`config.mk`:
```
export PLATFORM = sky130hd
export DESIGN_NAME = lrate_reconfig_ctrl
export DESIGN_NICKNAME = d
export VERILOG_FILES = /design/src/rtl/lrate_pkg.sv /design/src/rtl/lrate_cal_store.sv /design/src/rtl/lrate_req_hold.sv /design/src/rtl/lrate_seq.sv /design/src/rtl/lrate_reconfig_ctrl.sv
export SDC_FILE = /design/constraint.sdc
export NUM_CORES = 1
export LEC_CHECK = 0
export ABC_CLOCK_PERIOD_IN_PS = 6100
export BUFFER_PORTS_ARGS = -buffer_cell sky130_fd_sc_hd__buf_2
export CORE_MARGIN = 1.5
export CORE_UTILIZATION = 60
export DETAILED_ROUTE_END_ITERATION = 16
export PLACE_DENSITY = 0.81
export SYNTH_ARGS = -nofsm -noshare
export SYNTH_HDL_FRONTEND = slang
export SYNTH_SLANG_ARGS = --single-unit
```
`constraint.sdc`:
```
create_clock -name clk -period 6.1 [get_ports clk]
set_input_delay 0.61 -clock clk [delete_from_list [all_inputs] [get_ports clk]]
set_output_delay 0.61 -clock clk [all_outputs]
set_load 0.02 [all_outputs]
```
`src/rtl/lrate_pkg.sv`:
```
package lrate_pkg;

   // Divider slots and saved calibration registers per rate
   localparam int N_DIV  = 4;
   localparam int N_CAL  = 14;
   localparam int N_STEP = N_DIV + N_CAL;

   typedef enum logic [2:0] {
      ST_DIVW,     // sweep: program dividers
      ST_CALGO,    // sweep: start pulse
      ST_CALHI,    // sweep: wait for busy to rise
      ST_CALLO,    // sweep: wait for busy to fall
      ST_CALRD,    // sweep: capture calibration registers
      ST_READY,    // idle, link usable
      ST_RESTORE   // replay dividers and saved values
   } seq_st_e;

   // Divider register addresses: TX PLL M, TX PLL L, RX CDR L/PFD/PD, RX CDR M
   function automatic logic [9:0] div_addr(input int k);
      case (k)
         0:       return 10'h12B;
         1:       return 10'h12C;
         2:       return 10'h13A;
         default: return 10'h13B;
      endcase
   endfunction

   // Calibration result registers: seven on the TX PLL, then seven on the RX CDR
   function automatic logic [9:0] cal_addr(input int k);
      case (k)
         0:       return 10'h10A;
         1:       return 10'h10B;
         2:       return 10'h142;
         3:       return 10'h123;
         4:       return 10'h124;
         5:       return 10'h125;
         6:       return 10'h126;
         7:       return 10'h132;
         8:       return 10'h133;
         9:       return 10'h134;
         10:      return 10'h135;
         11:      return 10'h136;
         12:      return 10'h137;
         default: return 10'h139;
      endcase
   endfunction

   // Divider setting for rate r, slot k (constant table in closed form)
   function automatic logic [7:0] div_value(input int r, input int k);
      return 8'(8'h40 + 16 * r + k);
   endfunction

endpackage

```
`src/rtl/lrate_cal_store.sv`:
```
module lrate_cal_store
   import lrate_pkg::*;
#(
   parameter int N_RATES = 4,
   parameter int DATA_W  = 8,
   localparam int RATE_W = $clog2(N_RATES),
   localparam int CIDX_W = $clog2(N_CAL)
) (
   input  logic              clk,
   input  logic              we,
   input  logic [RATE_W-1:0] wr_rate,
   input  logic [CIDX_W-1:0] wr_idx,
   input  logic [DATA_W-1:0] wdata,
   input  logic [RATE_W-1:0] rd_rate,
   input  logic [CIDX_W-1:0] rd_idx,
   output logic [DATA_W-1:0] rdata
);

   logic [DATA_W-1:0] tbl [N_RATES][N_CAL];

   always_ff @(posedge clk) begin
      if (we && (int'(wr_idx) < N_CAL))
         tbl[wr_rate][wr_idx] <= wdata;
   end

   always_comb begin
      rdata = '0;
      if (int'(rd_idx) < N_CAL)
         rdata = tbl[rd_rate][rd_idx];
   end

endmodule

```
`src/rtl/lrate_req_hold.sv`:
```
module lrate_req_hold #(
   parameter int N_RATES     = 4,
   parameter bit LATEST_WINS = 1'b1,
   localparam int RATE_W     = $clog2(N_RATES)
) (
   input  logic              clk,
   input  logic              rst_n,
   input  logic              req_valid,
   input  logic [RATE_W-1:0] req_rate,
   input  logic              take,
   output logic              any,
   output logic [RATE_W-1:0] sel_rate
);

   logic              pend_v;
   logic [RATE_W-1:0] pend_r;

   assign any = req_valid | pend_v;

   always_ff @(posedge clk or negedge rst_n) begin
      if (!rst_n)        pend_v <= 1'b0;
      else if (take)     pend_v <= 1'b0;
      else if (req_valid) pend_v <= 1'b1;
   end

   generate
      if (LATEST_WINS) begin : g_latest
         assign sel_rate = req_valid ? req_rate : pend_r;
         always_ff @(posedge clk or negedge rst_n) begin
            if (!rst_n)                  pend_r <= '0;
            else if (req_valid && !take) pend_r <= req_rate;
         end
      end else begin : g_first
         assign sel_rate = pend_v ? pend_r : req_rate;
         always_ff @(posedge clk or negedge rst_n) begin
            if (!rst_n)                             pend_r <= '0;
            else if (req_valid && !take && !pend_v) pend_r <= req_rate;
         end
      end
   endgenerate

endmodule

```
`src/rtl/lrate_seq.sv`:
```
module lrate_seq
   import lrate_pkg::*;
#(
   parameter int N_RATES = 4,
   parameter int ADDR_W  = 10,
   parameter int DATA_W  = 8,
   localparam int RATE_W = $clog2(N_RATES),
   localparam int SIDX_W = $clog2(N_STEP),
   localparam int CIDX_W = $clog2(N_CAL)
) (
   input  logic              clk,
   input  logic              rst_n,
   // configuration port
   output logic [ADDR_W-1:0] cfg_addr,
   output logic              cfg_read,
   output logic              cfg_write,
   output logic [DATA_W-1:0] cfg_wdata,
   input  logic              cfg_waitreq,
   // calibration handshake
   output logic              cal_start,
   input  logic              cal_busy,
   // request holder
   input  logic              req_any,
   input  logic [RATE_W-1:0] req_rate,
   output logic              req_take,
   // calibration table
   output logic              st_we,
   output logic [RATE_W-1:0] st_rate,
   output logic [CIDX_W-1:0] st_idx,
   input  logic [DATA_W-1:0] st_rdata,
   // status
   output logic              ready,
   output logic [RATE_W-1:0] cur_rate
);

   seq_st_e           st;
   logic [SIDX_W-1:0] idx;
   logic [RATE_W-1:0] rate_q;
   logic [SIDX_W-1:0] cal_sel;
   logic              acked;

   assign acked = ~cfg_waitreq;

   always_ff @(posedge clk or negedge rst_n) begin
      if (!rst_n) begin
         st     <= ST_DIVW;
         idx    <= '0;
         rate_q <= '0;
      end else begin
         unique case (st)
            ST_DIVW: if (acked) begin
               if (idx == SIDX_W'(N_DIV - 1)) begin
                  idx <= '0;
                  st  <= ST_CALGO;
               end else idx <= idx + 1'b1;
            end
            ST_CALGO: st <= ST_CALHI;
            ST_CALHI: if (cal_busy)  st <= ST_CALLO;
            ST_CALLO: if (!cal_busy) st <= ST_CALRD;
            ST_CALRD: if (acked) begin
               if (idx == SIDX_W'(N_CAL - 1)) begin
                  idx <= '0;
                  if (rate_q == RATE_W'(N_RATES - 1)) st <= ST_READY;
                  else begin
                     rate_q <= rate_q + 1'b1;
                     st     <= ST_DIVW;
                  end
               end else idx <= idx + 1'b1;
            end
            ST_READY: if (req_any) begin
               st     <= ST_RESTORE;
               rate_q <= req_rate;
               idx    <= '0;
            end
            ST_RESTORE: if (acked) begin
               if (idx == SIDX_W'(N_STEP - 1)) begin
                  idx <= '0;
                  st  <= ST_READY;
               end else idx <= idx + 1'b1;
            end
            default: st <= ST_READY;
         endcase
      end
   end

   // Table index: direct during capture, offset past the dividers during replay
   assign cal_sel = (st == ST_CALRD) ? idx : idx - SIDX_W'(N_DIV);
   assign st_idx  = CIDX_W'(cal_sel);
   assign st_rate = rate_q;
   assign st_we   = (st == ST_CALRD) && acked;

   always_comb begin
      cfg_write = (st == ST_DIVW) || (st == ST_RESTORE);
      cfg_read  = (st == ST_CALRD);
      cfg_addr  = '0;
      cfg_wdata = '0;
      if (st == ST_CALRD)
         cfg_addr = ADDR_W'(cal_addr(int'(idx)));
      else if (cfg_write) begin
         if (int'(idx) < N_DIV) begin
            cfg_addr  = ADDR_W'(div_addr(int'(idx)));
            cfg_wdata = DATA_W'(div_value(int'(rate_q), int'(idx)));
         end else begin
            cfg_addr  = ADDR_W'(cal_addr(int'(idx) - N_DIV));
            cfg_wdata = st_rdata;
         end
      end
   end

   assign cal_start = (st == ST_CALGO);
   assign ready     = (st == ST_READY);
   assign req_take  = (st == ST_READY);
   assign cur_rate  = rate_q;

endmodule

```
`src/rtl/lrate_reconfig_ctrl.sv`:
```
module lrate_reconfig_ctrl
   import lrate_pkg::*;
#(
   parameter int N_RATES     = 4,
   parameter int ADDR_W      = 10,
   parameter int DATA_W      = 8,
   parameter bit LATEST_WINS = 1'b1
) (
   input  logic                       clk,
   input  logic                       rst_n,
   input  logic                       rate_req_valid,
   input  logic [$clog2(N_RATES)-1:0] rate_req_idx,
   output logic                       ready,
   output logic [$clog2(N_RATES)-1:0] cur_rate,
   output logic [ADDR_W-1:0]          cfg_addr,
   output logic                       cfg_read,
   output logic                       cfg_write,
   output logic [DATA_W-1:0]          cfg_wdata,
   input  logic [DATA_W-1:0]          cfg_rdata,
   input  logic                       cfg_waitreq,
   output logic                       cal_start,
   input  logic                       cal_busy
);

   localparam int RATE_W = $clog2(N_RATES);
   localparam int CIDX_W = $clog2(N_CAL);

   generate
      if (N_RATES < 2 || N_RATES > 4) begin : g_bad_rates
         $error("N_RATES must lie in 2..4");
      end
      if (ADDR_W < 10) begin : g_bad_addr
         $error("ADDR_W must be at least 10");
      end
      if (DATA_W < 8) begin : g_bad_data
         $error("DATA_W must be at least 8");
      end
   endgenerate

   logic              req_any, req_take;
   logic [RATE_W-1:0] req_rate;
   logic              st_we;
   logic [RATE_W-1:0] st_rate;
   logic [CIDX_W-1:0] st_idx;
   logic [DATA_W-1:0] st_rdata;

   lrate_req_hold #(
      .N_RATES     (N_RATES),
      .LATEST_WINS (LATEST_WINS)
   ) u_hold (
      .clk       (clk),
      .rst_n     (rst_n),
      .req_valid (rate_req_valid),
      .req_rate  (rate_req_idx),
      .take      (req_take),
      .any       (req_any),
      .sel_rate  (req_rate)
   );

   lrate_cal_store #(
      .N_RATES (N_RATES),
      .DATA_W  (DATA_W)
   ) u_store (
      .clk     (clk),
      .we      (st_we),
      .wr_rate (st_rate),
      .wr_idx  (st_idx),
      .wdata   (cfg_rdata),
      .rd_rate (st_rate),
      .rd_idx  (st_idx),
      .rdata   (st_rdata)
   );

   lrate_seq #(
      .N_RATES (N_RATES),
      .ADDR_W  (ADDR_W),
      .DATA_W  (DATA_W)
   ) u_seq (
      .clk         (clk),
      .rst_n       (rst_n),
      .cfg_addr    (cfg_addr),
      .cfg_read    (cfg_read),
      .cfg_write   (cfg_write),
      .cfg_wdata   (cfg_wdata),
      .cfg_waitreq (cfg_waitreq),
      .cal_start   (cal_start),
      .cal_busy    (cal_busy),
      .req_any     (req_any),
      .req_rate    (req_rate),
      .req_take    (req_take),
      .st_we       (st_we),
      .st_rate     (st_rate),
      .st_idx      (st_idx),
      .st_rdata    (st_rdata),
      .ready       (ready),
      .cur_rate    (cur_rate)
   );

endmodule

```
; ---- After elaboration in Yosys (flattened, before gate mapping)
; Memories as Yosys holds them, arrays and structs flattened.
; Index checks and enable logic that the tools add are counted.
[totals]
output_inout_bits = 24
ram_bits = 448
reg_bits = 13
mem_bits_ro = 224
n_memories = 3
inputBits = 15
wordCells = 103
[op_classes]
n_bitwise = 3
addsub = 6
reduce_logical = 15
eq_ne = 22
n_mux = 45
order_cmp = 4
[mem_list]
columns = name, words, word_bits, rd, rd_ports_with_merged_regs, write_ports, line
row1 = u_store.tbl, 4, 112, 1, 0, 1, lrate_cal_store.sv:19  ; logic [DATA_W-1:0] tbl [N_RATES][N_CAL];
row2 = (name not given), 16, 7, 1, 0, 0, lrate_pkg.sv:30  ; case (k)
row3 = (name not given), 16, 7, 1, 0, 0, lrate_pkg.sv:30
[ops]
columns = cell, n
row1 = $mux 112, 1
row2 = $mux 8, 7
row3 = $mux 10, 5
row4 = $mux 5, 7
row5 = $bmux 8 s4, 1
row6 = $demux 8 s4, 1
row7 = $mux 3, 10
row8 = $logic_not 28->1, 1
row9 = $pmux 3 s7, 1
row10 = $pmux 5 s4, 1
row11 = $pmux 5 s3, 1
row12 = $ne 2x2->1 const B, 7
row13 = $eq 5x2->1 const B, 2
row14 = $mux 2, 5
row15 = $reduce_and 5->1, 2
row16 = $eq 3x3->1 const B, 3
row17 = $reduce_and 9->1, 1
row18 = $add 7x6->8 const A, 1
row19 = $add 8x5->8, 1
row20 = $eq 3x2->1 const B, 2
row21 = $ne 2x1->1 const B, 3
row22 = $sub 5x3->6 const B, 1
row23 = $add 5x1->5 const B, 1
row24 = $eq 5x1->1 const B, 1
row25 = other kinds (23), 29

; ---- Logic depth before layout (Yosys ltp)
; Gate-level depths: netlist of the first run.
[depth]
word_depth = 10
ltp_mapped = 10
ltp_nobuf = 8

; ---- Hierarchy
; Synthesis of the first run repeated with hierarchy kept, for this count alone.
[unflattened]
cells_unflattened = 1050
hier_area_um2 = 19247.2
[by_module_without_submodules]
columns = mod, area_per_inst_um2, cells_per_inst, n_inst, seq_area_each_um2
row1 = lrate_cal_store, 17595.6, 845, 1, 13452.9
row2 = lrate_seq, 1497.7, 195, 1, 250.2
row3 = lrate_req_hold, 153.9, 10, 1, 75.1

; ---- Worst setup path before layout of the first run
; Ideal clock, no wire load.
[synth_timing]
path_kind = reg2out
startpoint = register u_seq.idx[2]
endpoint = output port cfg_wdata[1]
slack_ns = 2.546
arrival_time_ns = 2.944
path_stages_with_launch = 10
n_path_buf = 2
required_time_ns = 5.490
cell_sequence = dfrtp_1 buf_4 clkinv_1 ha_1 clkbuf_1 nor2b_1 a22oi_2 a2111oi_0 o41ai_1 a221oi_1
[synth_via]
elab_chain_len = 10
elab_cells_between_ends = 12
cone_classes = add/sub: 1 / order compare: 2 / mux: 8 / bitwise: 1
[synth_rtl]
columns = item, line
row1 = from (decl), lrate_seq.sv:37  ; logic [SIDX_W-1:0] idx;
row2 = from (signal assigned), lrate_seq.sv:55  ; end else idx <= idx + 1'b1;
row3 = from (signal assigned), lrate_seq.sv:68  ; end else idx <= idx + 1'b1;
row4 = from (signal assigned), lrate_seq.sv:79  ; end else idx <= idx + 1'b1;
row5 = $sub 4x3->4, lrate_seq.sv:87  ; assign cal_sel = (st == ST_CALRD) ? idx : idx - SIDX_W'(N_DIV);
row6 = $mux 4, lrate_seq.sv:87
row7 = $not 4->5 (implied by the code), lrate_cal_store.sv:29  ; rdata = tbl[rd_rate][rd_idx];
row8 = $bmux 8 s4, lrate_cal_store.sv:29
row9 = $mux 8 (implied by the code) (2 in series), lrate_cal_store.sv:29
row10 = $mux 8, lrate_cal_store.sv:28  ; if (int'(rd_idx) < N_CAL)
row11 = $mux 8 (*), lrate_seq.sv:100  ; if (int'(idx) < N_DIV) begin
row12 = $mux 8 (*), lrate_seq.sv:99  ; else if (cfg_write) begin
row13 = $mux 8 (*), lrate_seq.sv:97  ; if (st == ST_CALRD)
row14 = to (decl), lrate_reconfig_ctrl.sv:18  ; output logic [DATA_W-1:0] cfg_wdata,
; Mark *: on every way between the ends. The rest lies on a longest branch, timed or not. The select of a mux whose other input is x is not followed.

; ---- Final worst setup path of the first run
[layout_timing]
startpoint = register u_seq.idx[3]
endpoint = output port cfg_wdata[1]
; Same word-level chain as after synthesis.

==> impl_metrics.tcl, run 1 <==
set metrics [dict create \
    outcome "finished clean" \
    synthArstFlopShare_pct 2.82 \
    ios 39 \
    crit_arrival_ns 3.92 \
    track_usage_pct 27.6 \
    wl_met3_um 4700 \
    drv_cap 0 \
    dr_wl_met2_um 21200 \
    crit_slowest_cell "dfrtp_1" \
    drt_iter0_drc 1248 \
    crit_buf_inv 2 \
    dieHeight_um 183 \
    finalWirelength_um 45100 \
    fin_nets 1123 \
    port_buffers 36 \
    p_leak_nw 7.20 \
    tightestPinTransition_ns 1.14 \
    cts_tree "done" \
    ys_seq_area_share_pct 70.8 \
    fin_util_pct 67.3 \
    num_rows 65 \
    root_buffer "clkbuf_16" \
    start_util_pct 61.4 \
    drv_slew 0 \
    yosys_warnings 0 \
    dr.pass1.iters 5 \
    hold_violations 0 \
    cts_setup_buffers 0 \
    antenna_found_initial 4 \
    synth_edf_count 448 \
    fin_ws_ns 1.57 \
    crit_type "register to output port" \
    gp_congestion 0.913 \
    post_drt_wl_per_cell_um 29.6 \
    fmax_ghz 0.221 \
    rsz0062_at_grt "no" \
    synth_area_per_cell_um2 18.4 \
    cp-end-kind "output port" \
    fin_crit_ns 4.53 \
    path_clk_slew_ns 0.07 \
    pre_cts_slack_ns 2.27 \
    vias_per_cell 6.92 \
    cp-start-kind "register" \
    cts_max_level 2 \
    clk_latency_ns 0.56 \
    grt_pass1_wl_um 67200 \
    layout-drive-gt1-share_pct 21.2 \
    powerDensity_nw_per_um2 455 \
    cp.required_ns 5.49 \
    netlist_instances 1056 \
    die_area_um2 33500 \
    die_w_um 183 \
    synthFlopType "edfxtp_1" \
    wl_met1_um 17800 \
    clkSinkCount 461 \
    syn_area_um2 19500 \
    routed.top_layer "met5" \
    drc 0 \
    ant_nets 0 \
    skew_ns 0.0203 \
    ir_worst_vdd_mv 0.248 \
    crit_chain "inv_1 > ha_1 > nor2b_1 > a22oi_2 > a2111oi_0 > o41ai_1 > a221oi_1 > buf_2" \
    clockBufferDepth 3 \
    yosysUniqueCellTypes 67 \
    first_global_vias 10400 \
    crit_fanout 14 \
    finalSetupViolCount 0 \
    critical_path.top_delay_family "compound AO/OA/AOI/OAI gates" \
    hold_path.class "input pin to register" \
    dp.final_hpwl_um 26700 \
    core_area_um2 31700 \
    synth-seq-cells 461 \
    numCtsBuffers 45 \
    finalSetupTns_ns 0 \
    vias 10500 \
    slowest_delay_ns 0.75 \
    n_antenna_cell 0 \
    grt_max_degree 57 \
    max_slew_margin_pct 23.8 \
    syn_to_final_growth_pct 9.56 \
    grt.overflow.total 0 \
    period_share_pct 74.3 \
]
layout make-up:
cell class,instances,area (µm²)
Sequential cell,461,13800
Fill cell,1971,10400
Multi-Input combinational cell,511,5180
Clock buffer,61,1240
Tap cell,402,503
Timing Repair Buffer,54,343
Clock inverter,20,220
Inverter,15,61.3
cell usage in the layout (no fill, tap or decap), types with 17 or more instances in the layout:
master,count
edfxtp_1,448
mux4_2,95
buf_2,36
a21oi_1,19
mux2i_1,39
nand3_1,17
and3_1,58
nand2_1,78
clkbuf_16,46
o21ai_0,24
ha_1,20
nor2_1,20
per-layer routing:
metal,GRT usage (%),vias to the layer above
met5,0,-
met4,9.08,6
met3,6.10,99
met2,42.4,701
met1,40.2,5373
li1,-,4370
worst register-to-register path, stage by stage (launching register included):
cell and delay, ns:
dfrtp_4 1.05, buf_4 0.45, ha_1 0.82, nand4bb_1 0.25
o31ai_1 0.08, nand2_1 0.20, mux2i_1 0.20, o21ai_0 0.15
worst paths after layout:
| kind | from | to | slack [ns] | cells after the start |
|---|---|---|---|---|
| setup / recovery | u_seq.idx[3] | cfg_wdata[1] | 1.57 | 8 |
| hold / removal | rate_req_idx[1] | u_hold.pend_r[1] | 0.30 | 2 |
| setup reg to reg | u_seq.cur_rate[1] | u_seq.cur_rate[0] | 2.74 | 7 |
| hold reg to reg | u_hold.pend_r[1] | u_hold.pend_r[1] | 0.51 | 1 |
| max in group asynchronous | rst_n | u_seq.cur_rate[1] | 5.29 | 2 |
| min in group asynchronous | rst_n | u_seq.cur_rate[0] | 0.51 | 2 |
cell usage after synthesis, types with 11 or more instances:
| cell type | instances | share of area, % |
|---|---|---|
| edfxtp_1 | 448 | 69 |
| mux4_2 | 95 | 11 |
| nand2_1 | 78 | 1.5 |
| and3_1 | 58 | 1.9 |
| mux2i_1 | 39 | 2.0 |
| clkbuf_1 | 24 | 0.46 |
| o21ai_0 | 24 | 0.62 |
| buf_4 | 23 | 0.89 |
| ha_1 | 20 | 1.3 |
| nor2_1 | 20 | 0.39 |
| a21oi_1 | 19 | 0.49 |
| nand3_1 | 17 | 0.44 |
| dfrtp_1 | 13 | 1.7 |
| buf_2 | 11 | 0.28 |
| nor3_1 | 11 | 0.28 |
cells by family (layout without fill, tap and decap cells):
logic type | count (synthesis) | after routing | share of synthesized area, %
DFF | 461 | 461 | 70.8
and+or+nand+nor | 216 | 216 | 6.04
muxes | 154 | 154 | 14.8
AOI/OAI and AO/OA | 116 | 116 | 4.16
buffers and inverters | 85 | 150 | 2.65
adders and majority gates | 20 | 20 | 1.29
xor gates and xnor gates | 3 | 3 | 0.231
other | 1 | 2 | 0.0193
state kept, by name, indices dropped and copies added, names as in the netlist:
name            count
u_seq.idx           5
u_seq.cur_rate      2
u_store.tbl       448
u_seq.st            3
u_hold.pend_v       1
u_hold.pend_r       2
power by group:
group | switching (mW) | internal (mW) | total (mW)
Sequential | 0.265 | 3.56 | 3.83
Clock | 1.15 | 1.60 | 2.74
Combinational | 1.88 | 1.25 | 3.13
Total | 3.29 | 6.41 | 9.71
repair_timing:
item / CTS / global route
hold buffers: 1 / 0
gates resized for setup: 0 / 0
endpoints found under the hold margin: 13 / 0
endpoints found under the setup margin: 0 / 0
metrics by stage:
stage	power, mW	std cells	hold slack (ns)	cell area (µm²)
final	9.71	1524	0.304	21300
after global routing	10.0	1524	0.310	21300
after CTS	9.68	1524	0.286	21300
after detailed placement	6.95	1442	0.493	19900
after global placement	6.92	1442	0.489	19900
after floorplan	6.05	1057	0.314	19500
No activity file was read; power rests on OpenSTA's default activity.
==> run 2, diff against run 1 <==
--- a/config.mk
+++ b/config.mk
@@ -5,7 +5,7 @@
 export SDC_FILE = /design/constraint.sdc
 export NUM_CORES = 1
 export LEC_CHECK = 0
-export ABC_CLOCK_PERIOD_IN_PS = 6100
+export ABC_CLOCK_PERIOD_IN_PS = 4250
 export BUFFER_PORTS_ARGS = -buffer_cell sky130_fd_sc_hd__buf_2
 export CORE_MARGIN = 1.5
 export CORE_UTILIZATION = 60
==> constraint.sdc (replaced) <==
create_clock -name clk -period 4.25 [get_ports clk]
set_input_delay 0.425 -clock clk [delete_from_list [all_inputs] [get_ports clk]]
set_output_delay 0.425 -clock clk [all_outputs]
set_load 0.02 [all_outputs]
==> impl_metrics.tcl, run 2 (same netlist as run 1, synthesis figures left out) <==
set metrics [dict create \
    largestRegisters "u_store.tbl (448), u_seq.idx (5), u_seq.st (3)" \
    post_drt_wl_per_cell_um 29.0 \
    grt_pass1_wl_um 66500 \
    period_share_pct 95.3 \
    rsz0062_at_grt "no" \
    hp-start "rate_req_idx[0]" \
    post_cts_resized 0 \
    hold_end "u_hold.pend_r[0]" \
    p_sw_share_pct 34.0 \
    holdBufCountCts 1 \
    start_util_pct 61.4 \
    most-common-layout-cells "448 x edfxtp_1, 95 x mux4_2, 78 x nand2_1" \
    clk_latency_ns 0.55 \
    power_mw 13.9 \
    reg2reg_depth 5 \
    root_buffer "clkbuf_16" \
    dp.final_hpwl_um 26800 \
    fmax_ghz 0.247 \
    hold_violations 0 \
    vias 10600 \
    crit_type "register to output port" \
    first_global_vias 10200 \
    crit_fanout 43 \
    die_area_um2 33500 \
    outcome "finished clean" \
    grt.overflow.total 0 \
    path_clk_slew_ns 0.06 \
    skew_ns 0.0191 \
    track_usage_pct 27.4 \
    max_slew_margin_pct 25.0 \
    clkSinkCount 461 \
    finalWirelength_um 44700 \
    r2r_setup_slack_ns 1.01 \
    final_common_cell "edfxtp_1" \
    dieHeight_um 183 \
    core_area_um2 31700 \
    finalSetupViolCount 0 \
    cts_setup_buffers 0 \
    layout-drive-gt1-share_pct 22.5 \
    reg2reg_to "u_store.tbl[3][0]" \
    port_buffers 36 \
    drv_cap 0 \
    clockBufferDepth 3 \
    tightestPinTransition_ns 1.13 \
    num_rows 65 \
    cp.required_ns 3.83 \
    ir_worst_vdd_mv 0.551 \
    gp_congestion 0.947 \
    ios 39 \
    clkPwrFrac_pct 27.5 \
    fin_crit_ns 4.05 \
    hold_path.class "input pin to register" \
    drt_iter0_drc 1453 \
    largest_reg_flops 448 \
    drv_slew 0 \
    p_sw_mw 4.72 \
    die_w_um 183 \
    cts_tree "done" \
    crit_arrival_ns 3.62 \
    dr.pass1.iters 5 \
    cp-end-kind "output port" \
    cp-start-kind "register" \
    powerDensity_nw_per_um2 649 \
    p_leak_nw 7.24 \
    vias_per_cell 6.89 \
    syn_to_final_growth_pct 9.83 \
    numCtsBuffers 44 \
    fin_nets 1139 \
    cts_max_level 2 \
    timing.rr.start "u_seq.st[1]" \
    internal_power_mw 9.15 \
    finalSetupTns_ns 0 \
    n_antenna_cell 0 \
    p_comb_share_pct 34.0 \
    hold_depth 2 \
    top_register "u_store.tbl" \
    drc 0 \
    ant_nets 0 \
    antenna_found_initial 1 \
    seqPwrFrac_pct 38.5 \
    grt_max_degree 57 \
]
==> run 2: cell types whose count changed in the layout (fill, tap and decap cells not counted), sizes merged <==
cell and change:
clkinvlp +3, clkinv +4, buf +17, inv +1
clkbuf -9
==> run 2: cell type report <==
cell class,instances,area [µm²]
Multi-Input combinational cell,511,5180
Clock buffer,52,1130
Tap cell,402,503
Sequential cell,461,13800
Timing Repair Buffer,71,458
Clock inverter,28,264
Inverter,15,61.3
Fill cell,1980,10300
==> run 2: stage by stage <==
stage | area [µm²] | instances | worst slack [ns] | util, % | hold slack (ns)
5_1_grt | 21400 | 1540 | 0.0325 | 67.4 | 0.112
3_5_place_dp | 20000 | 1459 | 0.838 | 63.0 | 0.350
3_3_place_gp | 20000 | 1459 | 0.841 | 63.0 | 0.349
4_1_cts | 21400 | 1540 | 0.199 | 67.4 | 0.104
2_1_floorplan | 19500 | 1057 | 0.881 | - | 0.129
6_report | 21400 | 1540 | 0.201 | 67.4 | 0.118
==> run 2: routing by layer <==
layer	part of all wire (%)	vias to the layer above	wire length (µm)	global-route usage, %
li1	-	4389	-	-
met1	39	5368	17400	40.0
met2	47	742	20900	42.5
met3	11	110	4720	4.53
met4	3.6	2	1600	9.70
met5	0.029	-	13	0
==> run 2: worst max-delay path, cell delays in order (launching register included) <==
cell and delay, ns:
dfrtp_4 0.93, buf_4 0.36, mux4_2 0.52, nand2_1 0.08
a221oi_1 0.09, a2111oi_0 0.55, a31oi_1 0.27, buf_2 0.24
==> run 2: power by group through the flow <==
stage	registers, mW	clock network [mW]	logic (mW)
after floorplan	5.28	0	3.40
after global placement	5.43	0	4.54
after detailed placement	5.44	0	4.59
after CTS	5.35	3.84	4.64
after global routing	5.36	3.99	4.95
final	5.34	3.82	4.72
==> run 2: worst max path at each step <==
stage | from | endpoint | slack [ns] | cells after the start
CTS | u_seq.cur_rate[1] | cfg_wdata[5] | 0.20 | 7
global route | u_seq.cur_rate[1] | cfg_wdata[7] | 0.03 | 7
detailed placement | u_seq.cur_rate[1] | cfg_wdata[5] | 0.84 | 7
global placement | u_seq.cur_rate[1] | cfg_wdata[5] | 0.84 | 7
finish | u_seq.cur_rate[1] | cfg_wdata[5] | 0.20 | 7
floorplan | u_seq.idx[2] | cfg_wdata[1] | 0.88 | 9
